$ cat src/rtl/cap_pkg.sv
package cap_pkg;
  localparam int ADDR_W = 2;

  localparam logic [ADDR_W-1:0] A_MODE  = 2'd0;
  localparam logic [ADDR_W-1:0] A_TOTAL = 2'd1;
  localparam logic [ADDR_W-1:0] A_PRE   = 2'd2;
  localparam logic [ADDR_W-1:0] A_DIV   = 2'd3;

  localparam int MODE_RUN  = 3;
  localparam int MODE_HALT = 0;

  typedef enum logic [1:0] {
    PH_IDLE = 2'd0,
    PH_FILL = 2'd1,
    PH_ARM  = 2'd2,
    PH_POST = 2'd3
  } phase_t;
endpackage

$ cat src/rtl/cap_cfg_regs.sv
module cap_cfg_regs
  import cap_pkg::*;
#(
  parameter int DATA_W = 32,
  parameter int CNT_W  = 32,
  parameter int DIV_W  = 16
) (
  input  logic              clk,
  input  logic              rst,
  input  logic              wr_en,
  input  logic [ADDR_W-1:0] wr_addr,
  input  logic [DATA_W-1:0] wr_data,
  output logic [CNT_W-1:0]  total_len,
  output logic [CNT_W-1:0]  pre_len,
  output logic [DIV_W-1:0]  div_val,
  output logic              cmd_run,
  output logic              cmd_halt
);
  localparam logic [DIV_W-1:0] DIV_MAX = {DIV_W{1'b1}};
  localparam logic [DATA_W-1:0] DIV_MAX_W = DATA_W'(DIV_MAX);

  logic mode_wr;
  assign mode_wr  = wr_en && (wr_addr == A_MODE);
  assign cmd_run  = mode_wr && (wr_data == DATA_W'(MODE_RUN));
  assign cmd_halt = mode_wr && (wr_data == DATA_W'(MODE_HALT));

  always_ff @(posedge clk) begin
    if (rst) begin
      total_len <= '0;
      pre_len   <= '0;
      div_val   <= DIV_W'(1);
    end else if (wr_en) begin
      case (wr_addr)
        A_TOTAL: total_len <= CNT_W'(wr_data);
        A_PRE:   pre_len   <= CNT_W'(wr_data);
        A_DIV:   div_val   <= (wr_data > DIV_MAX_W) ? DIV_MAX : wr_data[DIV_W-1:0];
        default: ;
      endcase
    end
  end

  // an oversized divisor write lands on the saturation value
  p_div_sat_r2: assert property (@(posedge clk) disable iff (rst)
    (wr_en && wr_addr == A_DIV && wr_data > DIV_MAX_W) |=> (div_val == DIV_MAX));
endmodule

$ cat src/rtl/cap_rate_div.sv
module cap_rate_div #(
  parameter int DIV_W = 16
) (
  input  logic             clk,
  input  logic             rst,
  input  logic             run,
  input  logic             clr,
  input  logic [DIV_W-1:0] div_val,
  output logic             tick
);
  logic [DIV_W-1:0] cnt;
  logic [DIV_W-1:0] lim;

  assign lim = (div_val == '0) ? '0 : div_val - DIV_W'(1);

  always_ff @(posedge clk) begin
    if (rst || clr || !run) begin
      cnt  <= '0;
      tick <= 1'b0;
    end else if (cnt >= lim) begin
      cnt  <= '0;
      tick <= 1'b1;
    end else begin
      cnt  <= cnt + DIV_W'(1);
      tick <= 1'b0;
    end
  end

  // no back-to-back ticks unless the divisor is one (or zero)
  p_tick_gap_r3: assert property (@(posedge clk) disable iff (rst)
    tick |=> (!tick || lim == '0));
endmodule

$ cat src/rtl/cap_phase_fsm.sv
module cap_phase_fsm
  import cap_pkg::*;
#(
  parameter int CNT_W = 32
) (
  input  logic             clk,
  input  logic             rst,
  input  logic             cmd_run,
  input  logic             cmd_halt,
  input  logic             tick,
  input  logic             trigger_hit,
  input  logic [CNT_W-1:0] pre_len,
  input  logic [CNT_W-1:0] total_len,
  output phase_t           phase,
  output logic             trig_seen,
  output logic             sample_valid
);
  logic [CNT_W-1:0] pre_cnt;
  logic [CNT_W-1:0] post_cnt;
  logic [CNT_W-1:0] post_len;

  assign post_len = (total_len > pre_len) ? (total_len - pre_len) : '0;

  always_ff @(posedge clk) begin
    if (rst) begin
      phase        <= PH_IDLE;
      trig_seen    <= 1'b0;
      sample_valid <= 1'b0;
      pre_cnt      <= '0;
      post_cnt     <= '0;
    end else begin
      sample_valid <= 1'b0;
      if (cmd_halt) begin
        phase <= PH_IDLE;
      end else if (cmd_run) begin
        trig_seen <= 1'b0;
        pre_cnt   <= '0;
        post_cnt  <= '0;
        phase     <= (pre_len == '0) ? PH_ARM : PH_FILL;
      end else begin
        case (phase)
          PH_FILL: begin
            if (pre_cnt == pre_len) begin
              phase        <= PH_ARM;
              sample_valid <= tick;
            end else if (tick) begin
              sample_valid <= 1'b1;
              pre_cnt      <= pre_cnt + CNT_W'(1);
            end
          end
          PH_ARM: begin
            if (trigger_hit) begin
              phase     <= PH_POST;
              trig_seen <= 1'b1;
              if (tick && post_len != '0) begin
                sample_valid <= 1'b1;
                post_cnt     <= CNT_W'(1);
              end else begin
                post_cnt     <= '0;
              end
            end else begin
              sample_valid <= tick;
            end
          end
          PH_POST: begin
            if (post_cnt == post_len) begin
              phase <= PH_IDLE;
            end else if (tick) begin
              sample_valid <= 1'b1;
              post_cnt     <= post_cnt + CNT_W'(1);
            end
          end
          default: ;
        endcase
      end
    end
  end

  // a sample pulse never coincides with the idle phase
  p_valid_sampling_r4: assert property (@(posedge clk) disable iff (rst)
    sample_valid |-> (phase != PH_IDLE));

  // halt always lands in idle
  p_halt_idle_r6: assert property (@(posedge clk) disable iff (rst)
    cmd_halt |=> (phase == PH_IDLE));

  // unfinished fill ignores the trigger
  p_fill_hold_r7: assert property (@(posedge clk) disable iff (rst)
    (phase == PH_FILL && pre_cnt != pre_len && !cmd_halt && !cmd_run) |=> (phase == PH_FILL));

  // trigger while armed enters the post-trigger phase
  p_arm_to_post_r8: assert property (@(posedge clk) disable iff (rst)
    (phase == PH_ARM && trigger_hit && !cmd_halt && !cmd_run) |=> (phase == PH_POST && trig_seen));
endmodule

$ cat src/rtl/cap_run_ctrl.sv
module cap_run_ctrl
  import cap_pkg::*;
#(
  parameter int          DATA_W     = 32,
  parameter int          CNT_W      = 32,
  parameter int          DIV_W      = 16,
  parameter logic [11:0] STATUS_TAG = 12'h85E
) (
  input  logic              clk,
  input  logic              rst,
  input  logic              wr_en,
  input  logic [1:0]        wr_addr,
  input  logic [DATA_W-1:0] wr_data,
  input  logic              trigger_hit,
  output logic [15:0]       status,
  output logic              sample_valid
);
  logic [CNT_W-1:0] total_len;
  logic [CNT_W-1:0] pre_len;
  logic [DIV_W-1:0] div_val;
  logic             cmd_run;
  logic             cmd_halt;
  logic             tick;
  phase_t           phase;
  logic             trig_seen;
  logic [3:0]       nib;

  cap_cfg_regs #(.DATA_W(DATA_W), .CNT_W(CNT_W), .DIV_W(DIV_W)) u_cfg (
    .clk(clk), .rst(rst), .wr_en(wr_en), .wr_addr(wr_addr), .wr_data(wr_data),
    .total_len(total_len), .pre_len(pre_len), .div_val(div_val),
    .cmd_run(cmd_run), .cmd_halt(cmd_halt)
  );

  cap_rate_div #(.DIV_W(DIV_W)) u_div (
    .clk(clk), .rst(rst), .run(phase != PH_IDLE), .clr(cmd_run),
    .div_val(div_val), .tick(tick)
  );

  cap_phase_fsm #(.CNT_W(CNT_W)) u_fsm (
    .clk(clk), .rst(rst), .cmd_run(cmd_run), .cmd_halt(cmd_halt), .tick(tick),
    .trigger_hit(trigger_hit), .pre_len(pre_len), .total_len(total_len),
    .phase(phase), .trig_seen(trig_seen), .sample_valid(sample_valid)
  );

  // bit0 idle, bit1 writing, bit2 triggered, bit3 past fill
  always_comb begin
    case (phase)
      PH_FILL: nib = 4'b0010;
      PH_ARM:  nib = 4'b1010;
      PH_POST: nib = 4'b1110;
      default: nib = {1'b1, trig_seen, 1'b0, 1'b1};
    endcase
  end

  assign status = {STATUS_TAG, nib};

  // a run command leaves idle on the next edge
  p_run_leaves_idle_r5: assert property (@(posedge clk) disable iff (rst)
    (cmd_run && !cmd_halt) |=> (status[0] == 1'b0 && status[1] == 1'b1));
endmodule

$ cat config.mk
export PLATFORM = sky130hd
export DESIGN_NAME = cap_run_ctrl
export DESIGN_NICKNAME = d
export VERILOG_FILES = /design/src/rtl/cap_pkg.sv /design/src/rtl/cap_cfg_regs.sv /design/src/rtl/cap_rate_div.sv /design/src/rtl/cap_phase_fsm.sv /design/src/rtl/cap_run_ctrl.sv
export SDC_FILE = /design/constraint.sdc
export NUM_CORES = 1
export LEC_CHECK = 0
export BUFFER_PORTS_ARGS = -buffer_cell sky130_fd_sc_hd__buf_2
export CELL_PAD_IN_SITES_DETAIL_PLACEMENT = 0
export CELL_PAD_IN_SITES_GLOBAL_PLACEMENT = 1
export CORE_MARGIN = 1
export CORE_UTILIZATION = 30
export DETAILED_ROUTE_END_ITERATION = 10
export GPL_TIMING_DRIVEN = 1
export PLACE_DENSITY = 0.57
export SLEW_MARGIN = 30
export SYNTH_ARGS = -nofsm -noshare
export SYNTH_HDL_FRONTEND = slang
export SYNTH_SLANG_ARGS = --single-unit
$ cat constraint.sdc
create_clock -name clk -period 4 [get_ports clk]
set_input_delay 0.8 -clock clk [delete_from_list [all_inputs] [get_ports clk]]
set_output_delay 0.8 -clock clk [all_outputs]
set_load 0.02 [all_outputs]
Yosys cells after proc, flatten, opt, wreduce, memory -nomap -nowiden
Cells that the tools add are included.
Widths: inputs -> output; s select.
{"block": "classes", "add_sub_neg": 5, "magnitude_cmp": 3, "eq_ne": 15, "mux": 30, "n_bitwise": 1, "n_reduce_logical": 29}
{"cell": "$mux 32", "n": 9}
{"cell": "$add 32x1->32 const B", "n": 2}
{"cell": "$eq 32x32->1", "n": 2}
{"cell": "$logic_not 32->1", "n": 2}
{"cell": "$pmux 32 s2", "n": 1}
{"cell": "$eq 32x2->1 const B", "n": 1}
{"cell": "$gt 32x16->1 const B", "n": 1}
{"cell": "$gt 32x32->1", "n": 1}
{"cell": "$mux 16", "n": 2}
{"cell": "$reduce_bool 32->1", "n": 1}
{"cell": "$sub 32x32->32", "n": 1}
{"cell": "$add 16x1->16 const B", "n": 1}
{"cell": "$ge 16x16->1", "n": 1}
{"cell": "$logic_not 16->1", "n": 1}
{"cell": "$sub 16x1->16 const B", "n": 1}
{"cell": "$pmux 4 s3", "n": 1}
{"cell": "$mux 1", "n": 10}
{"cell": "$mux 2", "n": 5}
{"cell": "$reduce_bool 2->1", "n": 5}
{"cell": "$ne 3x3->1 const B", "n": 3}
{"cell": "$eq 2x2->1 const B", "n": 4}
{"cell": "$reduce_and 4->1", "n": 2}
{"cell": "$ne 3x2->1 const B", "n": 2}
{"cell": "$pmux 2 s3", "n": 1}
{"cell": "15 further kinds", "n": 23}
{"block": "word_totals", "register_bits": 165, "inputBits": 38}

Logic depth before layout (Yosys ltp)
{"block": "depth", "ltp_word": 8, "depth_mapped": 19}

By module
Synthesis repeated with hierarchy kept, for this count alone.
{"block": "unflattened", "hier_cells": 1591, "area_unflattened_um2": 11979.0}
{"mod": "cap_phase_fsm", "n_inst": 1, "cells_per_inst": 1030, "area_each_um2": 7439.6, "seq_area_each_um2": 1361.3}
{"mod": "cap_cfg_regs", "n_inst": 1, "cells_per_inst": 370, "area_each_um2": 2997.9, "seq_area_each_um2": 1601.5}
{"mod": "cap_rate_div", "n_inst": 1, "cells_per_inst": 171, "area_each_um2": 1411.4, "seq_area_each_um2": 340.3}
{"mod": "cap_run_ctrl", "n_inst": 1, "cells_per_inst": 20, "area_each_um2": 130.1, "seq_area_each_um2": 0.0}

Least setup slack after synthesis
Ideal clock, no wire load.
{"block": "synth_timing", "kind": "reg2reg", "from": "reg u_cfg.total_len[0]", "to": "reg u_fsm.post_cnt[30]", "setup_ps": 128, "arrival_time_ps": 3997, "slack_ps": -125, "path_stages_with_launch": 18, "n_path_buf": 2, "synth_period_minus_slack_ps": 4125, "path_cell_list": "dfxtp_1 -> inv_1 -> ha_1 -> fa_1 -> nand2b_1 -> a211oi_1 -> o211ai_1 -> o211a_1 -> a21oi_4 -> o22ai_1 -> a2111oi_2 -> o2111ai_1 -> or4_1 -> or3b_1 -> buf_6 -> buf_6 -> a32oi_1 -> o21ai_1"}
{"block": "synth_between", "elab_chain_len": 5, "elab_cells_between_ends": 6}
{"item": "start: declaration", "line_no": "cap_cfg_regs.sv:13", "text": "output logic [CNT_W-1:0] total_len,"}
{"item": "start signal: assignment", "line_no": "cap_cfg_regs.sv:34", "text": "A_TOTAL: total_len <= CNT_W'(wr_data);"}
{"item": "$sub 32x32->32 / $gt 32x32->1 (equally long branches)", "line_no": "cap_phase_fsm.sv:22", "text": "assign post_len = (total_len > pre_len) ? (total_len - pre_len) : '0;"}
{"item": "$mux 32 *", "line_no": "cap_phase_fsm.sv:22"}
{"item": "$eq 32x32->1 *", "line_no": "cap_phase_fsm.sv:66", "text": "if (post_cnt == post_len) begin"}
{"item": "$ne 3x3->1 (no source line) *"}
{"item": "$reduce_and 5->1 (no source line) *"}
{"item": "end signal: assignment", "line_no": "cap_phase_fsm.sv:70", "text": "post_cnt <= post_cnt + CNT_W'(1);"}
{"item": "end: declaration", "line_no": "cap_phase_fsm.sv:19", "text": "logic [CNT_W-1:0] post_cnt;"}
Every way passes the cells marked *; elsewhere a longest branch is shown, timed or not.
A chain may end at the register's enable or synchronous reset.

Worst setup path after layout
{"block": "layout_timing", "from": "reg u_cfg.total_len[0]", "to": "reg u_fsm.post_cnt[16]"}
Same word-level chain as after synthesis.

==> summary.md <==
| Metric | Value |
|---|---|
| Outcome | `finished with violations` |
| Failing checks | `negative setup slack` |
| Max-cap violations | `0` |
| Input/output buffers | `42` |
| Residual DRC | `0` |
| R2R setup slack | `-280 ps` |
| Post-Route WL | `38.8 mm` |
| Placement Setup Slack | `-383 ps` |
| Synth Register Bits | `165` |
| RSZ-0062 raised after global routing | `true` |
| CP Cell Sequence | `inv_2 > ha_4 > fa_2 > nand2b_4 > a211o_1 > a211oi_2 > nor3_2 > xor2_1 > a2111o_1 > a2111oi_2 > o2111ai_1 > or4_4 > or3b_4 > buf_4 > clkbuf_16 > a211oi_2 > nand3b_1` |
| Setup Viol. Count Final | `35` |
| Largest net degree at the start of global routing | `107` |
| Cell Rows | `71` |
| Chip width | `198 um` |
| Pwr/cell area | `343 nW/um^2` |
| Vias | `11500` |
| Setup CP Type | `reg2reg` |
| R2R cell count | `17` |
| CP Capture Type | `flop` |
| Antenna Violating Nets Remaining | `0` |
| Area of the multi-input gates | `7920 sq um` |
| WL/cell | `17.0 um` |
| Final slew viol count | `0` |
| Worst Path Required | `4390 ps` |
| Layout cells sized above 1 | `0.221` |
| Hold_sp | `u_cfg.total_len[11]` |
| Initial antenna violation count | `0` |
| Post-synth top flop | `dfxtp_1` |
| Max Clock Freq | `234 MHz` |
| Crit path time final | `4280 ps` |
| Yosys top cell area share | `0.287` |
| Worst Slack Setup Final | `-281 ps` |
| Vias in the first global route | `11000` |
| Hold endpoint | `u_cfg.total_len[11]` |
| Share of synthesized flip-flops with an asynchronous set or reset | `0` |
| Worst-margin pin slew | `778 ps` |
| Clock power share | `0.334` |
| Post-synth top cells | `nand2_1 (224), dfxtp_1 (165), nor2_1 (150), a21oi_1 (119), xor2_1 (77)` |
| RD Place Congestion | `0.884` |
| Dpl hpwl | `29.9 mm` |
| Peak VDD IR | `0.000314 V` |
| Synth Instances | `1549` |
| Dpl cells | `2243` |
| Hold Crit Depth | `2` |
| Total die area | `39200 sq um` |
| Synth Cell Area | `11500 sq um` |
| Root buf cell | `clkbuf_16` |
| Unique masters post-synth | `85` |
| Clock buffer depth | `2` |
| Gr usage total | `0.201` |
| Critical path launch point type | `flop` |
| Clock transition at the registers of the reported paths | `60 ps` |
| Sum of negative setup slack | `-7530 ps` |
| Fillers | `4053` |
| Clock latency at the later pin of the worst-skew pair | `450 ps` |
| HP Class | `reg2reg` |
| Seq pwr share | `0.334` |
| Area leader, netlist | `dfxtp_1` |
| Most common cell in the netlist | `nand2_1` |
| Post-synth EDFFs | `0` |
| DR pass1 iterations | `5` |
| Reg-to-reg endpoint | `u_fsm.post_cnt[16]` |
| CTS Buf Count | `17` |
| Ranking of synthesized cells by area | `dfxtp_1 (29%), nand2_1 (7.3%), xor2_1 (5.9%)` |
| IO Count | `55` |
| CTS tree | `done` |
| Initial drt markers | `644` |
| Worst slew margin | `0.477` |
| Worst Skew | `11.4 ps` |
| Most used cell, CP | `a211oi_2` |
| Antenna Cells | `0` |
| P_int | `3.42 mW` |
| Critical path's largest stage delay | `510 ps` |
| Core Region | `37800 sq um` |
| Fin cells | `2284` |
| Final hold viol count | `0` |
| FF+latch area | `3310 sq um` |
| # H-tree levels | `4` |
| Switching power total | `1.66 mW` |
| First-pass GRT wire length | `61.2 mm` |
| Yosys warns | `0` |
| Area delta synth->final | `28.6%` |
| Leakage | `6.18 nW` |
| Switching Share | `0.326` |
| Sequential area share after synthesis | `0.287` |
| Comb pwr share | `0.333` |
| Die Y | `198 um` |
| Clk sinks | `165` |
| Mean Syn Cell Area | `7.44 sq um` |
| CP max FO | `10` |
| Critical Path AT | `4670 ps` |
| CTS Hold Buffers Added | `0` |
| Fin crit share | `1.07` |
| Total power | `5.08 mW` |
| Number of vias per cell | `5.04` |
| Critical Path Slowest Stage Cell | `or4_4` |
| Layout Nets | `1851` |
| Total gr overflow | `0` |
| Initial core utilization | `0.305` |
| Reg2reg start | `u_cfg.total_len[0]` |
==> worst max-delay path, delay by kind of cell (launching register included) <==
kind,cells,cell delay [ps]
compound gates,6,1480
xor+xnor,1,200
fa+ha+maj,2,540
buf+inv,3,360
flops,1,330
simple gates,5,1300
==> metal layers <==
layer | wire length (um) | up-vias | track usage
met5 | 0 | - | 0
li1 | - | 5925 | -
met1 | 19400 | 5419 | 0.275
met4 | 659 | 0 | 0.0517
met3 | 950 | 34 | 0.0288
met2 | 17800 | 135 | 0.327
==> flip-flops by register name, indices dropped and copies added (netlist names) <==
name                count
u_cfg.div_val          16
u_fsm.post_cnt         32
u_fsm.sample_valid      1
u_div.tick              1
u_fsm.pre_cnt          32
u_fsm.phase             2
u_div.cnt              16
u_cfg.total_len        32
u_fsm.trig_seen         1
u_cfg.pre_len          32
==> placed cells by master, fill, tap and decap left out, types with 39 or more instances in the layout <==
cell / n
ha_1: 49
dfxtp_1: 163
nor3_1: 59
nand3_1: 52
nand2_1: 223
buf_4: 225
nor2_1: 149
buf_2: 41
a21oi_1: 116
xor2_1: 77
nor4_1: 39
inv_1: 57
==> logic make-up after synthesis <==
logic type,synth area share
mux,0.00630
xor+xnor,0.0891
compound gates,0.196
fa+ha+maj,0.0582
other cells,0.000652
flops,0.287
buf+inv,0.0601
simple gates,0.303
==> how the worst max path moves through the flow <==
| stage | to | from | cells after the start | slack (ps) |
|---|---|---|---|---|
| final | u_fsm.post_cnt[16] | u_cfg.total_len[0] | 17 | -280 |
| after global routing | u_fsm.post_cnt[11] | u_cfg.total_len[0] | 16 | -460 |
| after CTS | u_fsm.post_cnt[11] | u_cfg.total_len[0] | 16 | -270 |
| after detailed placement | u_fsm.post_cnt[8] | u_cfg.total_len[0] | 16 | -380 |
| after global placement | u_fsm.post_cnt[8] | u_cfg.pre_len[1] | 17 | -340 |
| after floorplan | u_fsm.post_cnt[31] | u_cfg.total_len[0] | 17 | -80 |
==> timing repair <==
item	in CTS	in global routing
gates resized for setup	12	33
cloned	0	1
buffers inserted	1	7
setup endpoints to repair	37	52
pin swaps	8	10
==> stage by stage <==
stage | instance area (sq um) | hold WS [ps] | util
global placement | 13900 | 450 | 0.368
floorplan | 11700 | 440 | -
global route | 14800 | 480 | 0.392
finish | 14800 | 460 | 0.392
detailed placement | 13900 | 451 | 0.368
CTS | 14600 | 462 | 0.386
==> final cells by class <==
type                       instances  share of cell area
tap                              511              0.0432
timing repair buffer             279               0.145
sequential                       165               0.223
clock inverter                     9             0.00617
inverter                          59              0.0150
multi-input combinational       1238               0.535
clock buffer                      23              0.0329
==> power groups by stage <==
stage                     registers, mW  clock network (mW)  logic [mW]
after floorplan                    1.73                   0       0.859
after global placement             1.73                   0        1.58
after detailed placement           1.73                   0        1.59
after CTS                          1.69                1.74        1.63
after global routing               1.70                1.80        1.83
final                              1.69                1.70        1.69
Note: power is estimated with default switching activity, not from simulation.
